### config.mk
export PLATFORM = sky130hd
export DESIGN_NAME = dram_mux_ctrl
export DESIGN_NICKNAME = d
export VERILOG_FILES = /design/src/rtl/dram_mux_pkg.sv /design/src/rtl/dram_refresh_sched.sv /design/src/rtl/dram_addr_sel.sv /design/src/rtl/dram_mux_ctrl.sv
export SDC_FILE = /design/constraint.sdc
export NUM_CORES = 1
export LEC_CHECK = 0
export BUFFER_PORTS_ARGS = -buffer_cell sky130_fd_sc_hd__buf_2
export CORE_AREA = 2 2 84 86
export DETAILED_ROUTE_END_ITERATION = 12
export DIE_AREA = 0 0 86 88
export PLACE_DENSITY = 0.68
export SETUP_SLACK_MARGIN = 0.02
export SLEW_MARGIN = 20
export SYNTH_ARGS = -nofsm -noshare
export SYNTH_HDL_FRONTEND = slang
export SYNTH_HIERARCHICAL = 1
export SYNTH_SLANG_ARGS = --single-unit
### constraint.sdc
create_clock -name clk -period 1.9 [get_ports clk]
set_input_delay 0.285 -clock clk [delete_from_list [all_inputs] [get_ports clk]]
set_output_delay 0.285 -clock clk [all_outputs]
set_load 0.02 [all_outputs]
### src/rtl/dram_mux_pkg.sv
package dram_mux_pkg;
  typedef enum logic [2:0] {
    PH_IDLE,
    PH_ROW,
    PH_COL,
    PH_DATA,
    PH_PRE,
    PH_REF
  } phase_e;

  typedef struct packed {
    logic        wr;
    logic [10:0] row;
    logic [10:0] col;
    logic [3:0]  data;
  } access_t;
endpackage

### src/rtl/dram_refresh_sched.sv
module dram_refresh_sched #(
  parameter int REF_PERIOD = 1560,
  parameter int PIN_W      = 11
) (
  input  logic             clk,
  input  logic             rst_n,
  input  logic             grant,
  input  logic             ref_done,
  output logic             pending,
  output logic [PIN_W-1:0] ref_row
);
  localparam int TICK_W = (REF_PERIOD > 1) ? $clog2(REF_PERIOD) : 1;

  logic [TICK_W-1:0] tick_q;
  logic              expire;

  assign expire = (tick_q == TICK_W'(REF_PERIOD - 1));

  always_ff @(posedge clk or negedge rst_n) begin
    if (!rst_n) begin
      tick_q  <= '0;
      pending <= 1'b0;
      ref_row <= '0;
    end else begin
      tick_q <= expire ? '0 : tick_q + 1'b1;
      if (grant)    pending <= 1'b0;
      if (expire)   pending <= 1'b1;
      if (ref_done) ref_row <= ref_row + 1'b1;
    end
  end
endmodule

### src/rtl/dram_addr_sel.sv
module dram_addr_sel #(
  parameter int PIN_W = 11
) (
  input  logic             use_col,
  input  logic             use_ref,
  input  logic [PIN_W-1:0] row,
  input  logic [PIN_W-1:0] col,
  input  logic [PIN_W-1:0] ref_row,
  output logic [PIN_W-1:0] pins
);
  always_comb begin
    if (use_ref)      pins = ref_row;
    else if (use_col) pins = col;
    else              pins = row;
  end
endmodule

### src/rtl/dram_mux_ctrl.sv
module dram_mux_ctrl
  import dram_mux_pkg::*;
#(
  parameter int PIN_W      = 11,
  parameter int DATA_W     = 4,
  parameter int T_ROW      = 2,
  parameter int T_COL      = 2,
  parameter int T_DATA     = 1,
  parameter int T_PRE      = 2,
  parameter int T_REF      = 3,
  parameter int REF_PERIOD = 1560
) (
  input  logic                 clk,
  input  logic                 rst_n,
  input  logic                 req_valid,
  output logic                 req_ready,
  input  logic                 req_write,
  input  logic [2*PIN_W-1:0]   req_addr,
  input  logic [DATA_W-1:0]    req_wdata,
  output logic                 rsp_valid,
  output logic [DATA_W-1:0]    rsp_rdata,
  output logic [PIN_W-1:0]     dram_addr,
  output logic                 dram_ras_n,
  output logic                 dram_cas_n,
  output logic                 dram_we_n,
  output logic                 dram_oe_n,
  output logic [DATA_W-1:0]    dram_dq_out,
  input  logic [DATA_W-1:0]    dram_dq_in
);
  localparam int M_A   = (T_ROW > T_COL) ? T_ROW : T_COL;
  localparam int M_B   = (T_DATA > T_PRE) ? T_DATA : T_PRE;
  localparam int M_C   = (M_A > M_B) ? M_A : M_B;
  localparam int T_MAX = (M_C > T_REF) ? M_C : T_REF;
  localparam int CNT_W = $clog2(T_MAX + 1);

  phase_e             phase;
  logic [CNT_W-1:0]   cnt;
  logic               wr_q;
  logic [PIN_W-1:0]   row_q, col_q;
  logic [DATA_W-1:0]  wdata_q;
  logic               ref_pending, ref_grant, ref_done;
  logic [PIN_W-1:0]   ref_row;
  logic               last;
  logic               in_cas;

  assign last      = (cnt == '0);
  assign ref_grant = (phase == PH_IDLE) && ref_pending;
  assign ref_done  = (phase == PH_REF) && last;

  dram_refresh_sched #(.REF_PERIOD(REF_PERIOD), .PIN_W(PIN_W)) u_ref (
    .clk      (clk),
    .rst_n    (rst_n),
    .grant    (ref_grant),
    .ref_done (ref_done),
    .pending  (ref_pending),
    .ref_row  (ref_row)
  );

  always_ff @(posedge clk or negedge rst_n) begin
    if (!rst_n) begin
      phase     <= PH_IDLE;
      cnt       <= '0;
      wr_q      <= 1'b0;
      row_q     <= '0;
      col_q     <= '0;
      wdata_q   <= '0;
      rsp_valid <= 1'b0;
      rsp_rdata <= '0;
    end else begin
      rsp_valid <= 1'b0;
      unique case (phase)
        PH_IDLE: begin
          if (ref_pending) begin
            phase <= PH_REF;
            cnt   <= CNT_W'(T_REF - 1);
          end else if (req_valid) begin
            phase   <= PH_ROW;
            cnt     <= CNT_W'(T_ROW - 1);
            wr_q    <= req_write;
            row_q   <= req_addr[2*PIN_W-1:PIN_W];
            col_q   <= req_addr[PIN_W-1:0];
            wdata_q <= req_wdata;
          end
        end
        PH_ROW: begin
          if (last) begin
            phase <= PH_COL;
            cnt   <= CNT_W'(T_COL - 1);
          end else cnt <= cnt - 1'b1;
        end
        PH_COL: begin
          if (last) begin
            phase <= PH_DATA;
            cnt   <= CNT_W'(T_DATA - 1);
          end else cnt <= cnt - 1'b1;
        end
        PH_DATA: begin
          if (last) begin
            if (!wr_q) rsp_rdata <= dram_dq_in;
            rsp_valid <= 1'b1;
            phase     <= PH_PRE;
            cnt       <= CNT_W'(T_PRE - 1);
          end else cnt <= cnt - 1'b1;
        end
        PH_REF: begin
          if (last) begin
            phase <= PH_PRE;
            cnt   <= CNT_W'(T_PRE - 1);
          end else cnt <= cnt - 1'b1;
        end
        PH_PRE: begin
          if (last) phase <= PH_IDLE;
          else      cnt   <= cnt - 1'b1;
        end
        default: phase <= PH_IDLE;
      endcase
    end
  end

  assign in_cas = (phase == PH_COL) || (phase == PH_DATA);

  dram_addr_sel #(.PIN_W(PIN_W)) u_sel (
    .use_col (in_cas),
    .use_ref (phase == PH_REF),
    .row     (row_q),
    .col     (col_q),
    .ref_row (ref_row),
    .pins    (dram_addr)
  );

  assign req_ready   = (phase == PH_IDLE) && !ref_pending;
  assign dram_ras_n  = !((phase == PH_ROW) || in_cas || (phase == PH_REF));
  assign dram_cas_n  = !in_cas;
  assign dram_we_n   = !(in_cas && wr_q);
  assign dram_oe_n   = !(in_cas && !wr_q);
  assign dram_dq_out = wdata_q;
endmodule

==> metrics.md <==
| Metric | Value |
|---|---|
| Status | `finished clean` |
| CP arrival | `1.60 ns` |
| Fill cells | `about 570` |
| Yosys warning count | `6` |
| Core area | `6640 sq um` |
| GRT Util Overall | `0.169` |
| Total clock buffers created by CTS | `9` |
| Area leader, netlist | `dfrtp_1` |
| Total grt overflow | `0` |
| Worst-skew pair later-pin latency | `0.33 ns` |
| Fin nets | `356` |
| WP buf/inv | `2` |
| Placed Area | `about 3300 sq um` |
| Starting Density | `0.434` |
| Final setup vio count | `0` |
| DRC | `0` |
| N_diodes | `0` |
| Startpoint types | `flip-flop` |
| Die X | `between 80 and 90 microns` |
| Post-synth top cells | `60 x dfrtp_1, 29 x mux2_2, 17 x nand2_1, 13 x nor2_1, 11 x mux2i_1` |
| Main area contributors after synthesis | `dfrtp_1 52%, mux2_2 11%, mux2i_1 3.8%, xnor2_1 3.0%, xor2_1 2.4%` |
| Final WL | `5950 microns` |
| CTS clk-pin slew, worst paths | `about 0.070 ns` |
| Critical Path RT | `1.62 ns` |
| Main synth FF type | `dfrtp_1` |
| Largest stage delay, worst path | `roughly 0.44 ns` |
| Post-synth cell types | `45` |
| I/O Buffers | `between 50 and 60` |
| Fin. max-slew vios | `0` |
| Post-Layout Inst Area | `3670 sq um` |
| Max_cap viols | `0` |
| Post-layout util | `0.553` |
| Cells after synthesis | `244` |
| Critical Path, Cell by Cell | `nor2b_4 -> buf_6 -> mux2i_4 -> o21ai_2 -> buf_4` |
| Crit path kind | `flip-flop to primary output` |
| P per Cell Area | `between 1500 and 2000 nW/um^2` |
| Layout area overhead | `27.3%` |
| Layout cell share with drive strength beyond 1 | `0.441` |
| Initial antenna violation count | `0` |
| Number of global-route vias before repair | `1962` |
| RSZ-0062 raised after global routing | `yes` |
| Worst-Margin Slew | `0.391 ns` |
| Rel. slew slack | `0.739` |
| CTS H-tree lvls | `3` |
| Average wire per standard cell | `14.8 microns` |
| Final Wtd Congestion | `0.748` |
| Total power draw | `6070 uW` |
| HPWL Detailed | `4180 microns` |
| DIE AREA | `7570 sq um` |
| Mapped Avg Cell Area | `around 12 sq um` |
| First-pass GRT wire length | `9520 microns` |
| Post-Syn Area | `2890 sq um` |
| Largest net degree at the start of global routing | `61` |
| DR pass1 iterations | `4` |
| Most frequent cell after synthesis | `dfrtp_1` |
| Total leakage power | `between 0.0015 and 0.002 uW` |
| Vias per inst | `approximately 5.1` |
| Yosys top cell area share | `0.520` |
| Tcrit/Tclk final | `0.993` |
| Die height | `between 80 and 90 microns` |
| Crit-path slowest cell | `dfrtp_2` |
| Sequential fraction of the synthesis area | `0.520` |
| Longest Clk Path Bufs | `2` |
| Boundary Pins | `59` |
| Via count | `2065` |
| FF+latch count, synth | `60` |
| Synthesized net count | `around 280` |
| CP Capture Type | `primary output` |
| Top delay family on crit path | `flip-flops` |
| Antenna-violating nets left | `0` |
| Final hold violation count | `0` |
| FP Rows | `30` |
| Final Skew | `0.0104 ns` |
| TNS Setup | `0 ns` |
| Post-synthesis async set-or-reset flop share | `1.00` |
| EDFF count, synth | `0` |
| Maximum vdd drop | `0.812 mV` |
| CTS tree | `built` |
| Critical Path Fanout Max | `4` |
| Sink Count | `60` |
| Minimum clock period | `1.89 ns` |
| Fmax | `530 MHz` |
| 1st-iter DRT viols | `111` |
| CTS root buffer | `clkbuf_8` |
| Min-Delay Path Class | `input pin to flip-flop` |
registers in the layout, indices dropped and copies added, names as in the netlist, 2 cells and up:
register and count:
col_q 11, row_q 11, u_ref/ref_row 11, u_ref/tick_q 11, dram_dq_out 4, rsp_rdata 4, phase 3, cnt 2
stage by stage:
step / cells / hold slack (ns) / worst slack [ns]
floorplan: 244 / -0.0106 / 0.150
global route: 402 / 0.158 / -0.0606
finish: 402 / 0.177 / 0.0132
global placement: 381 / 0.314 / 0.158
detailed placement: 381 / 0.320 / 0.0732
CTS: 402 / 0.159 / -0.0127
what timing repair did:
item,in CTS,in global routing
endpoints found under the hold margin,60,0
pin swaps,0,0
setup buffers,4,0
setup endpoints to repair,12,19
gates resized for setup,9,21
hold buffers,1,0
final timing paths:
check	from	slack, ns	cells past startpoint	to
worst max-delay path	phase[2]	0.01	5	dram_addr[1]
worst min register to register	u_ref/ref_row[10]	0.48	1	u_ref/ref_row[10]
min in group asynchronous	rst_n	0.49	3	col_q[7]
worst max register to register	cnt[0]	0.11	7	u_ref/ref_row[9]
max in group asynchronous	rst_n	1.14	3	phase[2]
worst min-delay path	req_addr[21]	0.18	2	row_q[10]
cells by family (layout without fill, tap and decap cells):
group,count (synthesis),in the layout,share of synthesized area
AO/OA/AOI/OAI,28,28,0.0546
XOR/XNOR,18,18,0.0546
adder cells (fa/ha/maj),5,5,0.0217
buffers and inverters,17,95,0.0317
flip-flops,60,60,0.520
multiplexers,44,44,0.172
AND/OR/NAND/NOR,72,72,0.145
cells in the final DEF (no fill, tap or decap), types with 5 or more instances in the layout:
cell	Yosys	layout
nand3_1	7	7
mux2i_1	11	5
inv_1	7	7
o21ai_1	10	9
dfrtp_1	60	58
xnor2_1	10	10
nor2b_1	5	5
xor2_1	8	8
mux2_2	29	29
ha_1	5	5
buf_2	3	53
a21oi_1	6	6
clkbuf_8	0	9
nand2_1	17	17
nor2_1	13	12
nand4_1	7	7
buf_4	2	10
area by class of cell:
| type | instances | area (sq um) | area share |
|---|---|---|---|
| Clock buffer | 9 | 124 | 0.0337 |
| Clock inverter | 7 | 91.3 | 0.0249 |
| Inverter | 8 | 30.0 | 0.00818 |
| Multi-Input combinational cell | 167 | 1370 | 0.372 |
| Sequential cell | 60 | 1500 | 0.410 |
| Tap cell | 80 | 100 | 0.0273 |
| Timing Repair Buffer | 71 | 455 | 0.124 |
per-layer routing:
metal | GRT usage | up-vias | wire [microns]
li1 | - | 1008 | -
met1 | 0.235 | 997 | 2740
met2 | 0.252 | 54 | 2820
met3 | 0.0415 | 6 | 325
met4 | 0.0779 | 0 | 70
met5 | 0 | - | 0
where the power goes:
| group | leakage [uW] | internal [uW] | switching, uW |
|---|---|---|---|
| clock | 0.000109 | 733 | 516 |
| combinational | 0.000817 | 1370 | 1470 |
| sequential | 0.000743 | 1700 | 287 |
| total | 0.00167 | 3800 | 2270 |
Note: power is estimated with default switching activity, not from simulation.
